File: config.mk
export PLATFORM = sky130hd
export DESIGN_NAME = pd_ctrl
export DESIGN_NICKNAME = d
export VERILOG_FILES = /design/src/rtl/pd_pkg.sv /design/src/rtl/pd_pin_eval.sv /design/src/rtl/pd_entry_guard.sv /design/src/rtl/pd_fsm.sv /design/src/rtl/pd_ctrl.sv
export SDC_FILE = /design/constraint.sdc
export NUM_CORES = 1
export LEC_CHECK = 0
export ABC_AREA = 0
export BUFFER_PORTS_ARGS = -buffer_cell sky130_fd_sc_hd__buf_2
export CORE_AREA = 2 2 39 41
export DETAILED_ROUTE_END_ITERATION = 8
export DIE_AREA = 0 0 41 43
export HOLD_SLACK_MARGIN = 0.08
export PLACE_DENSITY = 0.64
export SYNTH_ARGS = -nofsm -noshare
export SYNTH_HDL_FRONTEND = slang
export SYNTH_HIERARCHICAL = 1
export SYNTH_SLANG_ARGS = --single-unit
File: constraint.sdc
create_clock -name clk_i -period 2 [get_ports clk_i]
set_input_delay 0.6 -clock clk_i [delete_from_list [all_inputs] [get_ports clk_i]]
set_output_delay 0.6 -clock clk_i [all_outputs]
set_load 0.02 [all_outputs]
File: src/rtl/pd_pkg.sv
package pd_pkg;
  typedef enum logic [1:0] {
    SRC_NONE = 2'd0,
    SRC_RST  = 2'd1,
    SRC_PIN  = 2'd2
  } wake_src_e;
endpackage

File: src/rtl/pd_pin_eval.sv
module pd_pin_eval #(
  parameter int N_PINS = 4,
  localparam int PIN_W = (N_PINS > 1) ? $clog2(N_PINS) : 1
) (
  input  logic              clk_i,
  input  logic              rst_ni,
  input  logic [N_PINS-1:0] exi_i,
  input  logic [N_PINS-1:0] exi_en_i,
  input  logic [N_PINS-1:0] exi_pol_i,
  output logic              any_act_o,
  output logic [PIN_W-1:0]  first_idx_o
);
  logic [N_PINS-1:0] act;

  for (genvar g = 0; g < N_PINS; g++) begin : g_pin
    assign act[g] = exi_en_i[g] & ~(exi_i[g] ^ exi_pol_i[g]);
  end

  assign any_act_o = |act;

  // lowest index wins: scan downward, last hit overrides
  always_comb begin
    first_idx_o = '0;
    for (int i = N_PINS - 1; i >= 0; i--) begin
      if (act[i]) first_idx_o = PIN_W'(i);
    end
  end

  a_r6_idx_is_active: assert property (@(posedge clk_i) disable iff (!rst_ni)
    any_act_o |-> (exi_en_i[first_idx_o] && (exi_i[first_idx_o] == exi_pol_i[first_idx_o])));
endmodule

File: src/rtl/pd_entry_guard.sv
module pd_entry_guard (
  input  logic cfg_i,
  input  logic nmi_i,
  input  logic any_act_i,
  output logic guard_o
);
  // scheme 0: NMI must be low; scheme 1: every enabled pin idle
  always_comb begin
    if (cfg_i) guard_o = ~any_act_i;
    else       guard_o = ~nmi_i;
  end
endmodule

File: src/rtl/pd_fsm.sv
module pd_fsm
  import pd_pkg::*;
#(
  parameter int PIN_W = 2
) (
  input  logic             clk_i,
  input  logic             rst_ni,
  input  logic             pd_req_i,
  input  logic             cfg_we_i,
  input  logic             cfg_d_i,
  input  logic             ext_rst_i,
  input  logic             guard_i,
  input  logic             any_act_i,
  input  logic [PIN_W-1:0] first_idx_i,
  output logic             cfg_o,
  output logic             pd_o,
  output logic             wake_valid_o,
  output wake_src_e        wake_src_o,
  output logic [PIN_W-1:0] wake_pin_o
);
  logic             pd_q, cfg_q, wv_q;
  wake_src_e        src_q;
  logic [PIN_W-1:0] pin_q;

  always_ff @(posedge clk_i or negedge rst_ni) begin
    if (!rst_ni) begin
      pd_q  <= 1'b0;
      cfg_q <= 1'b0;
      wv_q  <= 1'b0;
      src_q <= SRC_NONE;
      pin_q <= '0;
    end else begin
      wv_q <= 1'b0;
      if (ext_rst_i) begin
        pd_q  <= 1'b0;
        cfg_q <= 1'b0;
        src_q <= SRC_RST;
        pin_q <= '0;
        wv_q  <= pd_q;
      end else if (pd_q) begin
        if (cfg_q && any_act_i) begin
          pd_q  <= 1'b0;
          src_q <= SRC_PIN;
          pin_q <= first_idx_i;
          wv_q  <= 1'b1;
        end
      end else begin
        if (cfg_we_i) cfg_q <= cfg_d_i;
        if (pd_req_i && guard_i) begin
          pd_q  <= 1'b1;
          src_q <= SRC_NONE;
          pin_q <= '0;
        end
      end
    end
  end

  assign pd_o         = pd_q;
  assign cfg_o        = cfg_q;
  assign wake_valid_o = wv_q;
  assign wake_src_o   = src_q;
  assign wake_pin_o   = pin_q;

  a_r3_cfg0_reset_only: assert property (@(posedge clk_i) disable iff (!rst_ni)
    (pd_q && !cfg_q && !ext_rst_i) |=> pd_q);
  a_r7_ext_clears: assert property (@(posedge clk_i) disable iff (!rst_ni)
    ext_rst_i |=> (!pd_q && !cfg_q && src_q == SRC_RST));
  a_r8_entry_needs_strobe: assert property (@(posedge clk_i) disable iff (!rst_ni)
    (!pd_q && !pd_req_i) |=> !pd_q);
  a_r9_cfg_frozen: assert property (@(posedge clk_i) disable iff (!rst_ni)
    (pd_q && !ext_rst_i) |=> $stable(cfg_q));
  a_r6_pin_cause: assert property (@(posedge clk_i) disable iff (!rst_ni)
    (pd_q && !ext_rst_i && cfg_q && any_act_i) |=> (wv_q && src_q == SRC_PIN));
endmodule

File: src/rtl/pd_ctrl.sv
module pd_ctrl
  import pd_pkg::*;
#(
  parameter int N_PINS = 4,
  localparam int PIN_W = (N_PINS > 1) ? $clog2(N_PINS) : 1
) (
  input  logic              clk_i,
  input  logic              rst_ni,
  input  logic              pd_req_i,
  input  logic              cfg_we_i,
  input  logic              cfg_d_i,
  input  logic              nmi_i,
  input  logic [N_PINS-1:0] exi_i,
  input  logic [N_PINS-1:0] exi_en_i,
  input  logic [N_PINS-1:0] exi_pol_i,
  input  logic              ext_rst_i,
  output logic              pd_o,
  output logic              wake_valid_o,
  output logic [1:0]        wake_src_o,
  output logic [PIN_W-1:0]  wake_pin_o,
  output logic              wake_cfg_o
);
  logic             any_act, guard;
  logic [PIN_W-1:0] first_idx;
  wake_src_e        src;

  pd_pin_eval #(.N_PINS(N_PINS)) i_pin_eval (
    .clk_i       (clk_i),
    .rst_ni      (rst_ni),
    .exi_i       (exi_i),
    .exi_en_i    (exi_en_i),
    .exi_pol_i   (exi_pol_i),
    .any_act_o   (any_act),
    .first_idx_o (first_idx)
  );

  pd_entry_guard i_guard (
    .cfg_i     (wake_cfg_o),
    .nmi_i     (nmi_i),
    .any_act_i (any_act),
    .guard_o   (guard)
  );

  pd_fsm #(.PIN_W(PIN_W)) i_fsm (
    .clk_i        (clk_i),
    .rst_ni       (rst_ni),
    .pd_req_i     (pd_req_i),
    .cfg_we_i     (cfg_we_i),
    .cfg_d_i      (cfg_d_i),
    .ext_rst_i    (ext_rst_i),
    .guard_i      (guard),
    .any_act_i    (any_act),
    .first_idx_i  (first_idx),
    .cfg_o        (wake_cfg_o),
    .pd_o         (pd_o),
    .wake_valid_o (wake_valid_o),
    .wake_src_o   (src),
    .wake_pin_o   (wake_pin_o)
  );

  assign wake_src_o = src;

  a_r2_nmi_blocks: assert property (@(posedge clk_i) disable iff (!rst_ni)
    (!pd_o && !wake_cfg_o && nmi_i && !ext_rst_i) |=> !pd_o);
  a_r4_active_pin_blocks: assert property (@(posedge clk_i) disable iff (!rst_ni)
    (!pd_o && wake_cfg_o && |(exi_en_i & ~(exi_i ^ exi_pol_i))) |=> !pd_o);
endmodule

* Word level (Yosys, flattened, before mapping) *
Index checks and enable logic that the tools add are counted.

storage, ports and cells
  input port bits = 19
  register bits = 7
  word-level logic and storage cells = 50
  output and inout port bits = 7

operators by class
  reduce and logical (&&, ||, !) cells = 7
  multiplexer cells = 22
  equal/unequal tests = 2
  bitwise operators = 14

operator list
  operator                                      number
  2-bit 2-to-1 mux                              11
  1-bit 2-to-1 mux                              11
  1-bit NOT                                     6
  1-bit AND                                     4
  2-bit AND reduction                           2
  4-bit OR reduction                            1
  1-bit XOR                                     4
  3-bit inequality test, second input constant  1
  3-bit nonzero test                            1
  1-bit logical AND                             2
  2-bit inequality test, second input constant  1
  2-bit nonzero test                            1

* Longest topological paths before layout *
  depth after elaboration = 10
  depth in mapped cells = 7
  gate-level depth less buffers = 7

* Modules after synthesis *
The synthesis kept the hierarchy.

modules (own cells, without submodules)
  module          area an instance (um^2)  instances  sequential area each (um^2)  cells each
  pd_fsm          316.6                    1          175.2                        32
  pd_pin_eval     88.8                     1          0.0                          12
  pd_entry_guard  10.0                     1          0.0                          1

* Least setup slack after synthesis *
OpenSTA, ideal clock, no wires.

  kind = input-to-reg
  start point = input port exi_pol_i[2]
  end point = register i_fsm.src_q[0] (netlist: i_fsm/wake_src_o[0])
  path buffers = 0
  stages on the path = 7
  setup slack = 184 ps
  setup time = 120 ps
  data required time = 1,880 ps
  arrival time = 1,697 ps
  cell sequence = xor2_1 > a2bb2oi_1 > nand2_1 > mux2i_1 > nand2_1 > or2_1 > a31o_1

between the ends
  word-level cells in the longest chain between the ends = 9
  elaborated cells on any way between the ends = 11
  those cells by class = 1 x eq/ne; 1 x mux; 4 x bitwise; 5 x reduce/logical

RTL lines
  element                        line                 source
  start: declaration             pd_ctrl.sv:15        input logic [N_PINS-1:0] exi_pol_i,
  1-bit XOR                      pd_pin_eval.sv:16    assign act[g] = exi_en_i[g] & ~(exi_i[g] ^ exi_pol_i[g]);
  1-bit NOT                      pd_pin_eval.sv:16
  1-bit AND                      pd_pin_eval.sv:16
  4-bit OR reduction             pd_pin_eval.sv:19    assign any_act_o = |act;
  net any_act                    pd_ctrl.sv:23        logic any_act, guard;
  1-bit NOT                      pd_entry_guard.sv:9  if (cfg_i) guard_o = ~any_act_i;
  1-bit 2-to-1 mux               pd_entry_guard.sv:9
  net guard                      pd_ctrl.sv:23
  1-bit logical AND              pd_fsm.sv:49         if (pd_req_i && guard_i) begin
  3-bit nonzero test (no line)   -
  2-bit AND reduction (no line)  -
  end signal: assignment         pd_fsm.sv:30         src_q <= SRC_NONE;
  end signal: assignment         pd_fsm.sv:43         src_q <= SRC_PIN;
  end signal: assignment         pd_fsm.sv:51         src_q <= SRC_NONE;
  end: declaration               pd_fsm.sv:22         wake_src_e src_q;

The timed path passes the listed nets, and every way through them passes these cells.
A chain may end at the register's enable or synchronous reset.

* Worst setup path in the final report *
Same ends and word-level chain as after synthesis.

==> impl_metrics.env <==
export IMPL_status="complete, no violations"
export IMPL_fin_skew_ps=2.23
export IMPL_top_usage_layer="met2"
export IMPL_seqPwrFrac=0.425
export IMPL_port_buffers=25
export IMPL_fin_ws_ps=223
export IMPL_dr_pass1_iters=3
export IMPL_synth_edff_count=0
export IMPL_critical_path_top_delay_family="compound AO/OA/AOI/OAI gates"
export IMPL_fin_nets=94
export IMPL_crit_fanout=2
export IMPL_internal_power_w=0.000267
export IMPL_core_region_area_sq_um=1380
export IMPL_avgSynthCellArea_sq_um=9.23
export IMPL_antenna_cells=0
export IMPL_vias_per_cell=4.69
export IMPL_yosys_area_top_type="dfrtp_1"
export IMPL_grt_start_max_net_pins=13
export IMPL_syn2layout_area_growth_pct=40.4
export IMPL_r2r_setup_slack_ps=690
export IMPL_die_y_microns=43
export IMPL_met3_usage=0.0262
export IMPL_grt_pass1_vias=410
export IMPL_combPwrFrac=0.236
export IMPL_die_area_sq_um=1760
export IMPL_rsz0062_at_grt="false"
export IMPL_holdBufCountCts=0
export IMPL_synth_seq_cells=7
export IMPL_total_power_w=0.000369
export IMPL_path_cells="buf_2 > xor2_1 > a2bb2oi_1 > nand2_1 > mux2i_1 > nand2_1 > or2_1 > a31o_1"
export IMPL_antenna_left=0
export IMPL_yosysTopAreaCellShare=0.422
export IMPL_cts_root_buf="clkbuf_4"
export IMPL_drive_above_1_share=0.419
export IMPL_htreeDepth=1
export IMPL_die_w_microns=41
export IMPL_place_hpwl_microns=771
export IMPL_synth_ff_type="dfrtp_1"
export IMPL_crit_path_frequent_cell="nand2_1"
export IMPL_grt_pass1_wl_microns=1450
export IMPL_synth_cell_types=22
export IMPL_wire_per_inst_microns=9.87
export IMPL_cts_sinks=7
export IMPL_cp_end_kind="flip-flop"
export IMPL_hold_class="input port to asynchronous set/reset pin"
export IMPL_cts_resized_gates=0
export IMPL_netlist_area_sq_um=415
export IMPL_fin_crit_sh=0.888
export IMPL_core_rowCount=14
export IMPL_multi_input_comb_area_sq_um=225
export IMPL_synth_common_cells="nand2_1 (9), dfrtp_1 (7), nand3_1 (4)"
export IMPL_cts_made_buffers=3
export IMPL_postRouteWirelength_microns=888
export IMPL_worst_slew_pin_slew_ps=306
export IMPL_gp_congestion=0.698
export IMPL_setup_violations=0
export IMPL_vdd_ir_drop_max_v=0.000170
export IMPL_slowest_delay_ps=230
export IMPL_nFillCells=151
export IMPL_slew_violations=0
export IMPL_initial_core_util=0.300
export IMPL_worstSetupPathType="input port to flip-flop"
export IMPL_crit_slowest_cell="or2_1"
export IMPL_crit_buf_inv=1
export IMPL_num_vias=422
export IMPL_finalNonFillerCells=90
export IMPL_hold_viol=0
export IMPL_synth_most_common_cell="nand2_1"
export IMPL_worst_hold_slack_ps=174
export IMPL_crit_path_start_kind="input port"
export IMPL_antenna_found_initial=0
export IMPL_grt_use_total=0.124
export IMPL_clockBufferDepth=2
export IMPL_use_met1=0.140
export IMPL_cap_violations=0
export IMPL_fin_crit_ps=1780
export IMPL_yosysWarnings=6
export IMPL_cts_tree="yes"
export IMPL_p_switching_w=0.000101
export IMPL_synth_area_leaders="dfrtp_1 (42%), nand2_1 (8.1%), xnor2_1 (6.3%)"
export IMPL_use_met2=0.188
export IMPL_grt_ovfl_total=0
export IMPL_async_flop_share=1.00
export IMPL_p_leak_nw=0.288
export IMPL_path_clk_slew_ps=50
export IMPL_ys_seq_area_frac=0.422
export IMPL_fin_setup_tns_ps=0
export IMPL_syn_inst=45
export IMPL_netSwitchingFraction=0.274
export IMPL_cp_required_ps=2140
export IMPL_slew_headroom=0.796
export IMPL_regArea_sq_um=175
export IMPL_fmax_mhz=563
export IMPL_drtIter0Drc=4
export IMPL_arrival_ps=1910
export IMPL_place_ws_ps=-44.7
export IMPL_cts_setup_buffers=0
export IMPL_clkPwrFrac=0.339
export IMPL_post_route_drc_count=0
export IMPL_clk_latency_ps=250
export IMPL_power_density_nw_per_um2=632
export IMPL_mappedNetlistNets=64
export IMPL_dp_cells=86
export IMPL_io_pin_count=26
[power groups by stage]
stage | Combinational [W] | Sequential (W) | Clock [W]
after global routing | 0.0000973 | 0.000158 | 0.000141
after detailed placement | 0.0000880 | 0.000159 | 0
after floorplan | 0.0000456 | 0.000164 | 0
after CTS | 0.0000881 | 0.000157 | 0.000131
final | 0.0000868 | 0.000157 | 0.000125
after global placement | 0.0000866 | 0.000159 | 0
[layer usage]
metal,share of wire,routed length (microns),vias up
met2,0.45,398,24
met1,0.43,384,180
met3,0.12,105,0
li1,-,-,218
met5,0,0,-
met4,0,0,0
[registers in the layout, summed over array words and instances (netlist names)]
register / count
i_fsm/cfg_o: 1
i_fsm/pd_o: 1
i_fsm/wake_pin_o: 2
i_fsm/wake_src_o: 2
i_fsm/wake_valid_o: 1
[cell type report]
type | instances | share of cell area
inverter | 1 | 0.00644
timing repair buffer | 26 | 0.227
multi-input combinational | 36 | 0.386
sequential | 7 | 0.300
clock buffer | 4 | 0.0451
tap | 16 | 0.0343
[stage by stage]
| step | util | area [sq um] |
|---|---|---|
| after CTS | 0.421 | 583 |
| after global placement | 0.402 | 557 |
| final | 0.421 | 583 |
| after detailed placement | 0.402 | 557 |
| after floorplan | - | 415 |
| after global routing | 0.421 | 583 |
[final timing paths]
check,start,to,cells past startpoint
max,exi_pol_i[2],i_fsm/wake_src_o[0]$_DFFE_PN0P_,8
min,rst_ni,i_fsm/wake_valid_o$_DFF_PN0_,1
max reg2reg,i_fsm/cfg_o$_DFFE_PN0P_,i_fsm/wake_src_o[0]$_DFFE_PN0P_,4
min reg2reg,i_fsm/wake_src_o[0]$_DFFE_PN0P_,i_fsm/wake_src_o[0]$_DFFE_PN0P_,1
max in group asynchronous,rst_ni,i_fsm/cfg_o$_DFFE_PN0P_,1
min in group clk_i,i_fsm/wake_src_o[0]$_DFFE_PN0P_,i_fsm/wake_src_o[0]$_DFFE_PN0P_,1
[cell usage in the layout (no fill, tap or decap), drive strengths merged]
master and n:
and2 1, nor2 1, dfrtp 7, a2bb2oi 1, a22oi 2, or2 1
clkbuf 4, o211ai 1, and2b 1, nand3 4, xnor2 3, a31o 1
o21a 1, a21oi 3, inv 1, xor2 1, buf 26, nor2b 1
o21ai 1, mux2i 2, nand2 9, a31oi 2
[worst register-to-register path: stages (launching register included)]
cell,delay [ps]
dfrtp_1,420
mux2i_1,260
nand2_1,80
or2_1,230
a31o_1,210
[kinds of logic (layout without fill, tap and decap cells)]
logic type | count (synthesis) | in the layout | synth area share
AOI/OAI and AO/OA | 12 | 12 | 0.205
xor gates and xnor gates | 4 | 4 | 0.0844
DFF | 7 | 7 | 0.422
buffers and inverters | 2 | 31 | 0.0361
and+or+nand+nor | 18 | 18 | 0.205
muxes | 2 | 2 | 0.0482
Power figures use the tool's default switching activity.
